--- src/rtl/mclk_div_pkg.sv ---
package mclk_div_pkg;

    localparam int FLD_W      = 2;
    localparam int NUM_DOM    = 3;
    localparam int CFG_W      = FLD_W * NUM_DOM;
    localparam int IDX_CORE   = 0;
    localparam int IDX_FAB    = 1;
    localparam int IDX_PERIPH = 2;
    localparam int CNT_W      = (1 << FLD_W) - 1;

    typedef logic [FLD_W-1:0] code_t;
    typedef logic [CFG_W-1:0] cfg_t;

    function automatic code_t field_of(input cfg_t word, input int idx);
        return word[idx*FLD_W +: FLD_W];
    endfunction

endpackage

--- src/rtl/mclk_div_phase.sv ---
module mclk_div_phase #(
    parameter int CNT_W = 3
) (
    input  logic             clk,
    input  logic             rst_n,
    output logic [CNT_W-1:0] phase,
    output logic             wrap_next
);

    typedef struct packed {
        logic [CNT_W-1:0] cnt;
    } phase_st_t;

    phase_st_t st_d, st_q;

    always_comb begin
        st_d     = st_q;
        st_d.cnt = st_q.cnt + 1'b1;
    end

    always_ff @(posedge clk) begin
        if (!rst_n) begin
            st_q <= '0;
        end else begin
            st_q <= st_d;
        end
    end

    assign phase     = st_q.cnt;
    assign wrap_next = &st_q.cnt;

    // counter advances by exactly one every master cycle
    p_phase_step_r2: assert property (@(posedge clk) disable iff (!rst_n)
        1'b1 |=> phase == (CNT_W)'($past(phase) + 1'b1));

endmodule

--- src/rtl/mclk_div_cfg.sv ---
module mclk_div_cfg
    import mclk_div_pkg::*;
#(
    parameter cfg_t RST_CFG = 6'b10_01_00
) (
    input  logic clk,
    input  logic rst_n,
    input  logic wr_en,
    input  cfg_t wr_word,
    input  logic wrap_next,
    output cfg_t cfg_live,
    output logic err_flag
);

    typedef struct packed {
        cfg_t live;
        cfg_t pend;
        logic pend_vld;
        logic err;
    } cfg_st_t;

    cfg_st_t st_d, st_q;

    code_t core_c;
    code_t fab_c;
    code_t per_c;
    code_t per_eff;
    logic  word_ok;
    cfg_t  clean_word;

    // clean-up and rule check of the written word
    always_comb begin
        core_c     = field_of(wr_word, IDX_CORE);
        fab_c      = field_of(wr_word, IDX_FAB);
        per_c      = field_of(wr_word, IDX_PERIPH);
        per_eff    = (per_c == '0) ? code_t'(1) : per_c;
        word_ok    = (fab_c >= core_c);
        clean_word = wr_word;
        clean_word[IDX_PERIPH*FLD_W +: FLD_W] = per_eff;
    end

    always_comb begin
        st_d = st_q;
        if (wrap_next && st_q.pend_vld) begin
            st_d.live     = st_q.pend;
            st_d.pend_vld = 1'b0;
        end
        if (wr_en) begin
            if (word_ok) begin
                st_d.pend     = clean_word;
                st_d.pend_vld = 1'b1;
            end else begin
                st_d.err = 1'b1;
            end
        end
    end

    always_ff @(posedge clk) begin
        if (!rst_n) begin
            st_q.live     <= RST_CFG;
            st_q.pend     <= RST_CFG;
            st_q.pend_vld <= 1'b0;
            st_q.err      <= 1'b0;
        end else begin
            st_q <= st_d;
        end
    end

    assign cfg_live = st_q.live;
    assign err_flag = st_q.err;

    // applied configuration moves only on the wrap edge
    p_live_at_wrap_r7: assert property (@(posedge clk) disable iff (!rst_n)
        !$stable(cfg_live) |-> $past(wrap_next));

    // error flag never clears without reset
    p_err_sticky_r6: assert property (@(posedge clk) disable iff (!rst_n)
        err_flag |=> err_flag);

    // a rejected word leaves the error flag raised
    p_reject_flags_r5: assert property (@(posedge clk) disable iff (!rst_n)
        (wr_en && (field_of(wr_word, IDX_FAB) < field_of(wr_word, IDX_CORE))) |=> err_flag);

    // configuration in effect never runs the AXI domain faster than the cores
    p_fab_not_faster_r5: assert property (@(posedge clk) disable iff (!rst_n)
        field_of(cfg_live, IDX_FAB) >= field_of(cfg_live, IDX_CORE));

    // peripheral bus never runs at divide by 1
    p_periph_not_div1_r4: assert property (@(posedge clk) disable iff (!rst_n)
        field_of(cfg_live, IDX_PERIPH) != '0);

endmodule

--- src/rtl/mclk_div_en.sv ---
module mclk_div_en
    import mclk_div_pkg::*;
#(
    parameter int CNT_W = 3
) (
    input  logic [CNT_W-1:0]   phase,
    input  cfg_t               cfg,
    output logic [NUM_DOM-1:0] en
);

    for (genvar g = 0; g < NUM_DOM; g++) begin : g_dom
        code_t            code;
        logic [CNT_W-1:0] mask;

        always_comb begin
            code  = field_of(cfg, g);
            mask  = (CNT_W)'((1 << code) - 1);
            en[g] = ((phase & mask) == '0);
        end
    end

endmodule

--- src/rtl/mclk_div_ctrl.sv ---
module mclk_div_ctrl
    import mclk_div_pkg::*;
#(
    parameter cfg_t RST_CFG = 6'b10_01_00
) (
    input  logic             clk,
    input  logic             rst_n,
    input  logic             cfg_wr_en,
    input  logic [CFG_W-1:0] cfg_wr_data,
    output logic [CFG_W-1:0] cfg_rd_data,
    output logic             cfg_err,
    output logic             en_core,
    output logic             en_fabric,
    output logic             en_periph
);

    logic [CNT_W-1:0]   phase;
    logic               wrap_next;
    cfg_t               cfg_live;
    logic [NUM_DOM-1:0] en_vec;

    mclk_div_phase #(
        .CNT_W (CNT_W)
    ) u_phase (
        .clk       (clk),
        .rst_n     (rst_n),
        .phase     (phase),
        .wrap_next (wrap_next)
    );

    mclk_div_cfg #(
        .RST_CFG (RST_CFG)
    ) u_cfg (
        .clk       (clk),
        .rst_n     (rst_n),
        .wr_en     (cfg_wr_en),
        .wr_word   (cfg_wr_data),
        .wrap_next (wrap_next),
        .cfg_live  (cfg_live),
        .err_flag  (cfg_err)
    );

    mclk_div_en #(
        .CNT_W (CNT_W)
    ) u_en (
        .phase (phase),
        .cfg   (cfg_live),
        .en    (en_vec)
    );

    assign cfg_rd_data = cfg_live;
    assign en_core     = en_vec[IDX_CORE];
    assign en_fabric   = en_vec[IDX_FAB];
    assign en_periph   = en_vec[IDX_PERIPH];

    // all domains pulse together at phase zero
    p_all_on_at_zero_r3: assert property (@(posedge clk) disable iff (!rst_n)
        (phase == '0) |-> (en_core && en_fabric && en_periph));

    // AXI pulse always coincides with a core pulse
    p_fab_inside_core_r3: assert property (@(posedge clk) disable iff (!rst_n)
        en_fabric |-> en_core);

endmodule

--- config.mk ---
export PLATFORM = sky130hd
export DESIGN_NAME = mclk_div_ctrl
export DESIGN_NICKNAME = d
export VERILOG_FILES = /design/src/rtl/mclk_div_pkg.sv /design/src/rtl/mclk_div_phase.sv /design/src/rtl/mclk_div_cfg.sv /design/src/rtl/mclk_div_en.sv /design/src/rtl/mclk_div_ctrl.sv
export SDC_FILE = /design/constraint.sdc
export NUM_CORES = 1
export LEC_CHECK = 0
export BUFFER_PORTS_ARGS = -buffer_cell sky130_fd_sc_hd__buf_2
export CAP_MARGIN = 20
export CORE_MARGIN = 2
export CORE_UTILIZATION = 33
export CTS_CLUSTER_DIAMETER = 120
export DETAILED_ROUTE_END_ITERATION = 7
export SYNTH_ARGS = -nofsm -noshare
export SYNTH_HDL_FRONTEND = slang
export SYNTH_SLANG_ARGS = --single-unit
export TNS_END_PERCENT = 5
--- constraint.sdc ---
create_clock -name clk -period 2.33 [get_ports clk]
set_clock_uncertainty 0.2 [all_clocks]
set_input_delay 0.233 -clock clk [delete_from_list [all_inputs] [get_ports clk]]
set_output_delay 0.233 -clock clk [all_outputs]
set_load 0.01 [all_outputs]
==> out/metrics.csv, run 1 <==
stage;metric;value;unit
status;outcome;finished clean;
worst_setup_path;reg2reg_from;u_phase.phase[0]$_SDFF_PN0_;
routing;drc;0;
sta;setup_viol;0;
cells_and_area;antenna_cells;0;
worst_hold_path;hp-class;input pin to register;
sta;holdWs;0.0409;ns
sta;slew_headroom;78.2;%
power;p_sw_share;25.0;%
cells_and_area;final_common_cell;buf_2;
yosys;syn_nets;101;
worst_setup_path;critPathMaxFanout;5;
routing;ant_nets;0;
floorplan;core;2250;um2
routing;vias;640;
routing;routedWlPerCell;11.6;um
routing;drt_iter0_drc;9;
power;p_int;412;uW
worst_hold_path;min_to;u_cfg.st_q[4]$_SDFFE_PN1P_;
floorplan;num_rows;17;
worst_setup_path;reg2reg_depth;5;
worst_setup_path;crit_path_max_incr_delay;0.54;ns
cells_and_area;design.final.nets;117;
worst_setup_path;rr_endpoint;u_cfg.cfg_live[5]$_SDFFE_PN1P_;
cts;postCtsSetupBuffers;0;
sta;rsz0062_at_grt;false;
worst_hold_path;hold_path_depth;3;
yosys;mappedNetlistArea;807;um2
routing;wirelength;1.51;mm
routing;viasPerCell;4.89;
power;p_per_area;593;nW/um2
yosys;yosysWarnings;0;
floorplan;start_util;35.8;%
global_route;overflow;0;
power;peakVddDrop;335;uV
cells_and_area;syn_to_final_growth;14.7;%
global_route;grt_max_degree;22;
worst_hold_path;min_from;cfg_wr_data[2];
worst_setup_path;arrival;1.84;ns
cells_and_area;drive_gt1_share;24.3;%
worst_setup_path;setup.worst_path.end_class;register;
cts;root_buffer;clkbuf_4;
worst_setup_path;cp-start-kind;input pin;
sta;max_freq;0.540;GHz
worst_setup_path;crit_required;2.32;ns
yosys;syn_avg_cell_area;9.17;um2
floorplan;ioPinCount;19;
sta;post-route-period-util;79.5;%
floorplan;die_area;2860;um2
cts;cts_buffers;3;
placed_design;place_hpwl;1.12;mm
cts;path_clk_slew;0.09;ns
sta;finalCriticalPeriod;1.85;ns
cells_and_area;fin_util;41.1;%
power;power_frac_clock;28.0;%
cells_and_area;layout_common_cells;buf_2, dfxtp_1, nand2_1;
placed_design;portBuffers;18;
worst_setup_path;critPathKind;input pin to register;
worst_setup_path;crit_slowest_cell;dlygate4sd3_1;
worst_setup_path;crit_path_cell_trace;dlygate4sd3_1, buf_2, ha_1, nor3b_4, nor2_4, o21a_1;
yosys;syn_inst;88;
yosys;yosysSeqAreaShare;42.2;%
power;pwr-share-seq;58.1;%
yosys;ys_ff_latch;17;
global_route;track_usage;12.3;%
sta;finalMaxSlewViolations;0;
cts;cts.path.max_buffers;2;
flow_run;maxCapViolCount;0;
placed_design;gp_congestion;0.690;
cts;cts_sinks;17;
global_route;grt_pass1_vias;568;
cts;clkLatencyLatePin;0.28;ns
global_route;grt_pass1_wl;2.48;mm
floorplan;die_x;53.5;um
power;p_leak;0.000421;uW
sta;tightest_slew;0.326;ns
cts;cts_max_level;1;
floorplan;fp.dieH;53.5;um
sta;finalHoldViolCount;0;
global_route;antenna_found_initial;0;
cts;cts_tree;done;
power;combPwrFrac;13.9;%
routing;firstDrtPassIters;4;
worst_setup_path;reg2reg_setup_slack;0.73;ns
sta;timing.setup.tns;0;ns
power;power.switching;137;uW
yosys;synth_cell_types;24;
power by group through the flow:
stage | Combinational [uW] | Sequential (uW) | Clock [uW]
after floorplan | 56.0 | 321 | 0
after global placement | 71.9 | 325 | 0
after detailed placement | 73.4 | 326 | 0
after CTS | 77.4 | 319 | 164
after global routing | 86.5 | 322 | 174
final | 76.5 | 319 | 154
metrics by stage:
| stage | instances | cell area, um2 | power [uW] | setup WS [ns] |
|---|---|---|---|---|
| finish | 131 | 926 | 549 | 0.477 |
| global route | 131 | 926 | 583 | 0.414 |
| CTS | 131 | 926 | 560 | 0.485 |
| detailed placement | 124 | 870 | 399 | 0.721 |
| global placement | 124 | 870 | 397 | 0.735 |
| floorplan | 88 | 807 | 377 | 0.881 |
metal layers:
metal	global-route usage, %	share of wire [%]
met5	0	0
met4	3.85	0.79
met3	4.24	7.7
met2	19.3	45
met1	15.5	47
how the worst max path moves through the flow:
| stage | to | startpoint | cells after the start | slack (ns) |
|---|---|---|---|---|
| 6_report | u_cfg.st_q[1]$_SDFF_PN0_ | cfg_wr_data[0] | 6 | 0.48 |
| 5_1_grt | u_cfg.st_q[1]$_SDFF_PN0_ | cfg_wr_data[0] | 6 | 0.41 |
| 2_1_floorplan | u_cfg.st_q[1]$_SDFF_PN0_ | cfg_wr_data[2] | 5 | 0.88 |
| 3_3_place_gp | u_cfg.st_q[1]$_SDFF_PN0_ | cfg_wr_data[0] | 5 | 0.74 |
| 4_1_cts | u_cfg.st_q[1]$_SDFF_PN0_ | cfg_wr_data[0] | 6 | 0.49 |
| 3_5_place_dp | u_cfg.st_q[1]$_SDFF_PN0_ | cfg_wr_data[0] | 5 | 0.72 |
sequential cells by signal, summed over array words and instances (netlist names):
name / cells
u_phase.phase: 3
u_cfg.st_q: 7
u_cfg.err_flag: 1
u_cfg.cfg_live: 6
cells by family after synthesis:
logic type | Yosys count | share of synthesized area [%]
AOI/OAI and AO/OA | 19 | 16.9
adders and majority gates | 4 | 6.20
buffers and inverters | 13 | 9.15
DFF | 17 | 42.2
muxes | 4 | 4.96
and+or+nand+nor | 31 | 20.6
critical path, delay by kind of cell:
family          cells  cell delay, ns
fa+ha+maj           1            0.33
compound gates      1            0.19
simple gates        2            0.42
buf+inv             2            0.68
area by class of cell:
cell class / count / area (um2)
fill: 233 / 1330
multi-input combinational: 58 / 393
sequential: 17 / 340
timing repair buffer: 21 / 120
tap: 28 / 35.0
clock buffer: 4 / 26.3
inverter: 3 / 11.3
cell usage after synthesis:
master / number / share of area, %
dfxtp_1: 17 / 42
nand2_1: 14 / 6.5
nand3_1: 8 / 5.0
buf_4: 6 / 5.6
a21boi_0: 4 / 3.7
ha_1: 4 / 6.2
mux2i_1: 4 / 5.0
a21o_1: 3 / 2.8
a22oi_1: 3 / 2.8
inv_1: 3 / 1.4
o21ai_0: 3 / 1.9
and2_1: 2 / 1.6
clkbuf_1: 2 / 0.93
nand2b_1: 2 / 1.6
nor2b_1: 2 / 1.6
o21a_1: 2 / 1.9
o311ai_1: 2 / 2.2
a21oi_1: 1 / 0.62
buf_2: 1 / 0.62
clkbuf_2: 1 / 0.62
nor2_4: 1 / 1.4
nor3b_4: 1 / 2.3
o21ai_2: 1 / 1.1
or2_2: 1 / 0.78
what timing repair did:
item,CTS,global route
endpoints found under the hold margin,3,0
gates resized for setup,0,0
hold buffers,3,0
(Power assumes the default switching activity.)
==> run 2, diff against run 1 <==
==> constraint.sdc (replaced) <==
create_clock -name clk -period 1.6 [get_ports clk]
set_clock_uncertainty 0.2 [all_clocks]
set_input_delay 0.16 -clock clk [delete_from_list [all_inputs] [get_ports clk]]
set_output_delay 0.16 -clock clk [all_outputs]
set_load 0.01 [all_outputs]
==> run 2 against run 1 <==
Effect of this change: sequential share of layout area fell by 1.8 points; first-iteration DRC count is the same; wire length is 0.53% lower; clock-buffer cell count unchanged; via count is 0.16% higher.
==> out/metrics.csv, run 2 (same netlist as run 1, synthesis figures left out) <==
stage;metric;value;unit;change
routing;drc;0;;unchanged
sta;finalHoldViolCount;0;;unchanged
global_route;antenna_found_initial;0;;unchanged
floorplan;ioPinCount;19;;unchanged
sta;finalCriticalPeriod;1.58;ns;
cells_and_area;fin_util;43.3;%;was 41.1%
worst_setup_path;crit_slowest_cell;dfxtp_2;;was dlygate4sd3_1
worst_setup_path;arrival;1.22;ns;was 1.84 ns
cells_and_area;layout_common_cells;buf_2, dfxtp_1, nand2_1;;unchanged
status;outcome;finished clean;;unchanged
sta;rsz0062_at_grt;true;;was false
power;p_leak;0.000437;uW;was 0.000421 uW
floorplan;core;2250;um2;unchanged
routing;routedWlPerCell;11.2;um;was 11.6 um
global_route;grt_pass1_wl;2.65;mm;was 2.48 mm
cells_and_area;final_common_cell;buf_2;;unchanged
placed_design;place_area;885;um2;was 870 um2
placed_design;portBuffers;18;;unchanged
cells_and_area;syn_to_final_growth;21.1;%;was 14.7%
routing;ant_nets;0;;unchanged
cells_and_area;antenna_cells;0;;unchanged
cells_and_area;design.final.nets;121;;was 117
sta;post-route-period-util;98.6;%;
sta;setup_viol;0;;unchanged
cts;cts_buffers;3;;unchanged
power;peakVddDrop;409;uV;was 335 uV
routing;viasPerCell;4.75;;was 4.89
floorplan;start_util;35.8;%;unchanged
routing;vias;641;;was 640
power;p_per_area;828;nW/um2;was 593 nW/um2
worst_hold_path;hp-class;input pin to register;;unchanged
worst_setup_path;critPathKind;register to output pin;;was input pin to register
worst_setup_path;critPathMaxFanout;6;;was 5
cells_and_area;stdcell_area;977;um2;was 926 um2
worst_setup_path;cp-start-kind;register;;was input pin
global_route;grt_max_degree;22;;unchanged
worst_setup_path;crit_path_max_incr_delay;0.36;ns;was 0.54 ns
floorplan;die_area;2860;um2;unchanged
cts;cts.path.max_buffers;2;;unchanged
routing;firstDrtPassIters;4;;unchanged
worst_setup_path;crit_path_cell_trace;or2_4, a22oi_1, buf_2;;was dlygate4sd3_1, buf_2, ha_1, nor3b_4, nor2_4, o21a_1
routing;wirelength;1.51;mm;about the same
sta;finalMaxSlewViolations;0;;unchanged
sta;max_freq;0.634;GHz;
cts;cts_max_level;1;;unchanged
cells_and_area;drive_gt1_share;28.0;%;was 24.3%
floorplan;fp.dieH;53.5;um;unchanged
cts;cts_tree;done;;unchanged
cells_and_area;largest_register;u_cfg.st_q;;unchanged
floorplan;die_x;53.5;um;unchanged
cts;clkLatencyLatePin;0.28;ns;about the same
placed_design;gp_congestion;0.706;;was 0.690
worst_setup_path;setup.worst_path.end_class;output pin;;was register
cts;path_clk_slew;0.09;ns;about the same
floorplan;num_rows;17;;unchanged
global_route;grt_pass1_vias;653;;was 568
global_route;overflow;0;;unchanged
cts;cts_sinks;17;;unchanged
cts;postCtsSetupBuffers;0;;unchanged
cells_and_area;largest_register_ffs;7;;unchanged
sta;slew_headroom;78.7;%;was 78.2%
cts;root_buffer;clkbuf_4;;unchanged
global_route;track_usage;13.1;%;was 12.3%
flow_run;maxCapViolCount;0;;unchanged
sta;tightest_slew;0.320;ns;was 0.326 ns
routing;drt_iter0_drc;9;;unchanged
worst_setup_path;crit_required;1.24;ns;was 2.32 ns
placed_design;place_hpwl;1.11;mm;was 1.12 mm
[run 2: cell types whose count changed in the layout (fill, tap and decap cells not counted), sizes merged]
cell	before	now
dlygate4sd3	3	6
buf	18	19
[run 2: what timing repair did]
action | CTS | global route
setup endpoints to repair | 3 | 7
hold endpoints to repair | 6 | 0
gates resized for setup | 3 | 2
hold buffers | 6 | 0
pin swaps | 3 | 0
[run 2: path summary, 6_finish.rpt]
kind	start	to	slack, ns	depth (start not counted)
worst min-delay path	rst_n	u_cfg.cfg_live[2]$_SDFFE_PN1P_	0.02	2
worst min register to register	u_phase.phase[0]$_SDFF_PN0_	u_phase.phase[0]$_SDFF_PN0_	0.27	1
worst max register to register	u_phase.phase[0]$_SDFF_PN0_	u_cfg.cfg_live[1]$_SDFFE_PN0P_	0.16	5
worst max-delay path	u_phase.phase[0]$_SDFF_PN0_	en_core	0.02	3
[run 2: area by class of cell]
class / count / area [um2]
clock buffers: 4 / 26.3
fillers: 242 / 1280
inverters: 3 / 11.3
multi-input cells: 58 / 405
flip-flops and latches: 17 / 342
well taps: 28 / 35.0
repair buffers: 25 / 158
[run 2: stage by stage]
stage | worst slack, ns | TNS (ns) | total power, uW | hold slack [ns] | std cells
floorplan | 0.171 | 0 | 549 | 0.102 | 88
global placement | 0.103 | 0 | 580 | 0.240 | 126
detailed placement | 0.0714 | 0 | 583 | 0.239 | 126
CTS | 0.00517 | 0 | 819 | 0.00228 | 135
global route | -0.0466 | -0.119 | 856 | 0.0342 | 135
finish | 0.0221 | 0 | 809 | 0.0166 | 135
[run 2: worst max-delay path: cells and delay by family, from the launching register on]
| family | cells | cell delay, ns |
|---|---|---|
| compound gates | 1 | 0.16 |
| simple gates | 1 | 0.27 |
| buf+inv | 1 | 0.15 |
| flops | 1 | 0.36 |
[run 2: where the power goes]
| part | switching (uW) | leakage [uW] | total [uW] | internal (uW) |
|---|---|---|---|---|
| combinational | 57.3 | 0.000283 | 122 | 64.6 |
| clock | 125 | 0.0000150 | 222 | 96.7 |
| sequential | 18.0 | 0.000139 | 465 | 447 |
| total | 201 | 0.000437 | 809 | 608 |
[run 2: metal layers]
layer | global-route usage [%] | up-vias | wire length (um) | share of wire, %
li1 | - | 334 | - | -
met1 | 15.3 | 288 | 706 | 47
met2 | 21.8 | 19 | 710 | 47
met3 | 3.39 | 0 | 89 | 5.9
met4 | 6.41 | 0 | 0 | 0
met5 | 0 | - | 0 | 0
==> run 3, diff against run 2 <==
--- a/config.mk
+++ b/config.mk
@@ -11,6 +11,7 @@
 export CORE_UTILIZATION = 33
 export CTS_CLUSTER_DIAMETER = 120
 export DETAILED_ROUTE_END_ITERATION = 7
+export PLACE_DENSITY = 0.58
 export SYNTH_ARGS = -nofsm -noshare
 export SYNTH_HDL_FRONTEND = slang
 export SYNTH_SLANG_ARGS = --single-unit
==> run 3 against run 2 <==
Effect of this change: critical path type unchanged; flip-flop and latch count unchanged; wire length decreased by 2.4%; sequential power barely moved; die area stayed put; clock-buffer cell count unchanged; core utilization is 1.2 points higher; cell area grew 2.7%; the flow now finishes with violations (setup timing); setup slack worse by 0.078 ns.
==> out/metrics.csv, run 3 (same netlist as run 1, synthesis figures left out) <==
stage;metric;value;unit;change
sta;setup_viol;3;;was 0
cells_and_area;design.final.nets;124;;was 121
cts;path_clk_slew;0.09;ns;about the same
floorplan;start_util;35.8;%;unchanged
cells_and_area;layout_common_cells;buf_2, dfxtp_1, nand2_1;;unchanged
floorplan;die_x;53.5;um;unchanged
sta;post-route-period-util;103;%;was 98.6%
cells_and_area;syn_to_final_growth;24.3;%;was 21.1%
sta;finalMaxSlewViolations;0;;unchanged
floorplan;fp.dieH;53.5;um;unchanged
cts;cts_max_level;1;;unchanged
global_route;grt_max_degree;22;;unchanged
power;power.switching;199;uW;was 201 uW
placed_design;place_hpwl;1.11;mm;about the same
worst_setup_path;reg2reg_setup_slack;0.12;ns;was 0.16 ns
cells_and_area;largest_register;u_cfg.st_q;;unchanged
cells_and_area;antenna_cells;0;;unchanged
power;p_per_area;811;nW/um2;was 828 nW/um2
routing;viasPerCell;4.72;;was 4.75
cells_and_area;final_common_cell;buf_2;;unchanged
routing;drt_iter0_drc;7;;was 9
sta;setup_ws;-0.0558;ns;was 0.0221 ns
routing;routedWlPerCell;10.7;um;was 11.2 um
cells_and_area;largest_register_ffs;7;;unchanged
worst_setup_path;critPathKind;register to output pin;;unchanged
routing;vias;651;;was 641
cts;root_buffer;clkbuf_4;;unchanged
cts;clkLatencyLatePin;0.28;ns;about the same
global_route;antenna_found_initial;0;;unchanged
power;p_int;615;uW;was 608 uW
power;power_frac_clock;27.0;%;was 27.5%
status;outcome;complete, but fails checks;;was finished clean
cells_and_area;fin_util;44.5;%;was 43.3%
sta;max_freq;0.604;GHz;was 0.634 GHz
power;p_sw_share;24.4;%;was 24.8%
sta;finalHoldViolCount;0;;unchanged
cts;cts.path.max_buffers;2;;unchanged
worst_hold_path;min_from;rst_n;;unchanged
routing;firstDrtPassIters;4;;unchanged
floorplan;ioPinCount;19;;unchanged
global_route;grt_pass1_wl;2.58;mm;was 2.65 mm
sta;finalCriticalPeriod;1.66;ns;was 1.58 ns
placed_design;gp_congestion;0.718;;was 0.706
worst_setup_path;critPathMaxFanout;5;;was 6
routing;drc;0;;unchanged
cts;cts_tree;done;;unchanged
cells_and_area;drive_gt1_share;30.0;%;was 28.0%
worst_setup_path;reg2reg_from;u_phase.phase[0]$_SDFF_PN0_;;unchanged
routing;ant_nets;0;;unchanged
worst_setup_path;reg2reg_depth;6;;was 5
worst_setup_path;rr_endpoint;u_cfg.cfg_live[3]$_SDFFE_PN0P_;;was u_cfg.cfg_live[1]$_SDFFE_PN0P_
worst_setup_path;setup.worst_path.end_class;output pin;;unchanged
power;pwr-share-seq;56.9;%;was 57.5%
worst_hold_path;hp-class;input pin to register;;unchanged
floorplan;core;2250;um2;unchanged
power;combPwrFrac;16.2;%;was 15.1%
global_route;track_usage;12.6;%;was 13.1%
placed_design;portBuffers;18;;unchanged
sta;slew_headroom;78.7;%;about the same
floorplan;num_rows;17;;unchanged
power;p_total;814;uW;was 809 uW
global_route;grt_pass1_vias;651;;was 653
worst_setup_path;crit_required;1.24;ns;about the same
power;peakVddDrop;405;uV;was 409 uV
worst_hold_path;hold_path_depth;2;;unchanged
sta;rsz0062_at_grt;true;;unchanged
status;violations;setup timing;;
flow_run;maxCapViolCount;0;;unchanged
routing;wirelength;1.47;mm;was 1.51 mm
worst_setup_path;arrival;1.30;ns;was 1.22 ns
power;p_leak;0.000453;uW;was 0.000437 uW
global_route;overflow;0;;unchanged
floorplan;die_area;2860;um2;unchanged
worst_hold_path;min_to;u_cfg.cfg_live[5]$_SDFFE_PN1P_;;was u_cfg.cfg_live[2]$_SDFFE_PN1P_
worst_setup_path;cp-start-kind;register;;unchanged
cts;cts_buffers;3;;unchanged
cts;cts_sinks;17;;unchanged
cells_and_area;nFillCells;243;;was 242
sta;tightest_slew;0.319;ns;was 0.320 ns
-- run 3: changes by cell type in the layout (fill, tap and decap cells not counted) --
cell	delta
buf_4	+2
buf_6	+1
-- run 3: critical path, cell delays in order (launching register included) --
cell,delay (ns)
dfxtp_2,0.33
buf_6,0.12
or2_4,0.26
a22oi_1,0.16
buf_2,0.15
-- run 3: worst max-delay path by stage --
stage / to / from / cells past startpoint / slack [ns]
finish: en_core / u_phase.phase[0]$_SDFF_PN0_ / 4 / -0.06
global route: en_core / u_phase.phase[0]$_SDFF_PN0_ / 4 / -0.11
CTS: en_core / u_phase.phase[0]$_SDFF_PN0_ / 4 / -0.07
detailed placement: u_cfg.st_q[1]$_SDFF_PN0_ / cfg_wr_data[0] / 5 / 0.07
global placement: u_cfg.st_q[1]$_SDFF_PN0_ / cfg_wr_data[0] / 5 / 0.10
floorplan: u_cfg.cfg_live[0]$_SDFFE_PN0P_ / u_phase.phase[0]$_SDFF_PN0_ / 6 / 0.17
-- run 3: stage by stage --
stage               std cells  setup WS (ns)  setup TNS (ns)  cell area (um2)  hold slack (ns)
detailed placement        126         0.0657               0              885            0.232
finish                    138        -0.0558          -0.113             1000           0.0196
global placement          126          0.103               0              885            0.241
global route              138         -0.112          -0.334             1000           0.0422
floorplan                  88          0.171               0              807            0.102
CTS                       138        -0.0700          -0.177             1000          0.00949
-- run 3: cell type report --
class | count | area, um2 | share of cell area [%]
well taps | 28 | 35.0 | 3.49
repair buffers | 28 | 184 | 18.3
inverters | 3 | 11.3 | 1.12
clock buffers | 4 | 26.3 | 2.62
multi-input cells | 58 | 405 | 40.4
flip-flops and latches | 17 | 342 | 34.0
-- run 3: repair_timing --
item                       in CTS  in global routing
setup buffers                   2                  0
resized for setup               5                  1
pin swaps                       3                  0
hold buffers                    6                  0
hold endpoints to repair        6                  0
setup endpoints to repair       3                  8
-- run 3: metal layers --
layer / part of all wire (%) / wire, um / track usage (%)
met3: 6.3 / 92 / 2.54
met1: 45 / 667 / 14.5
met4: 0.68 / 10 / 6.41
met5: 0 / 0 / 0
met2: 48 / 699 / 21.6
-- run 3: power by group through the flow --
stage          combinational, uW  sequential (uW)  clock [uW]
2_1_floorplan               81.6              467           0
6_report                     132              463         220
3_3_place_gp                 109              472           0
5_1_grt                      147              467         251
4_1_cts                      132              463         236
3_5_place_dp                 112              472           0
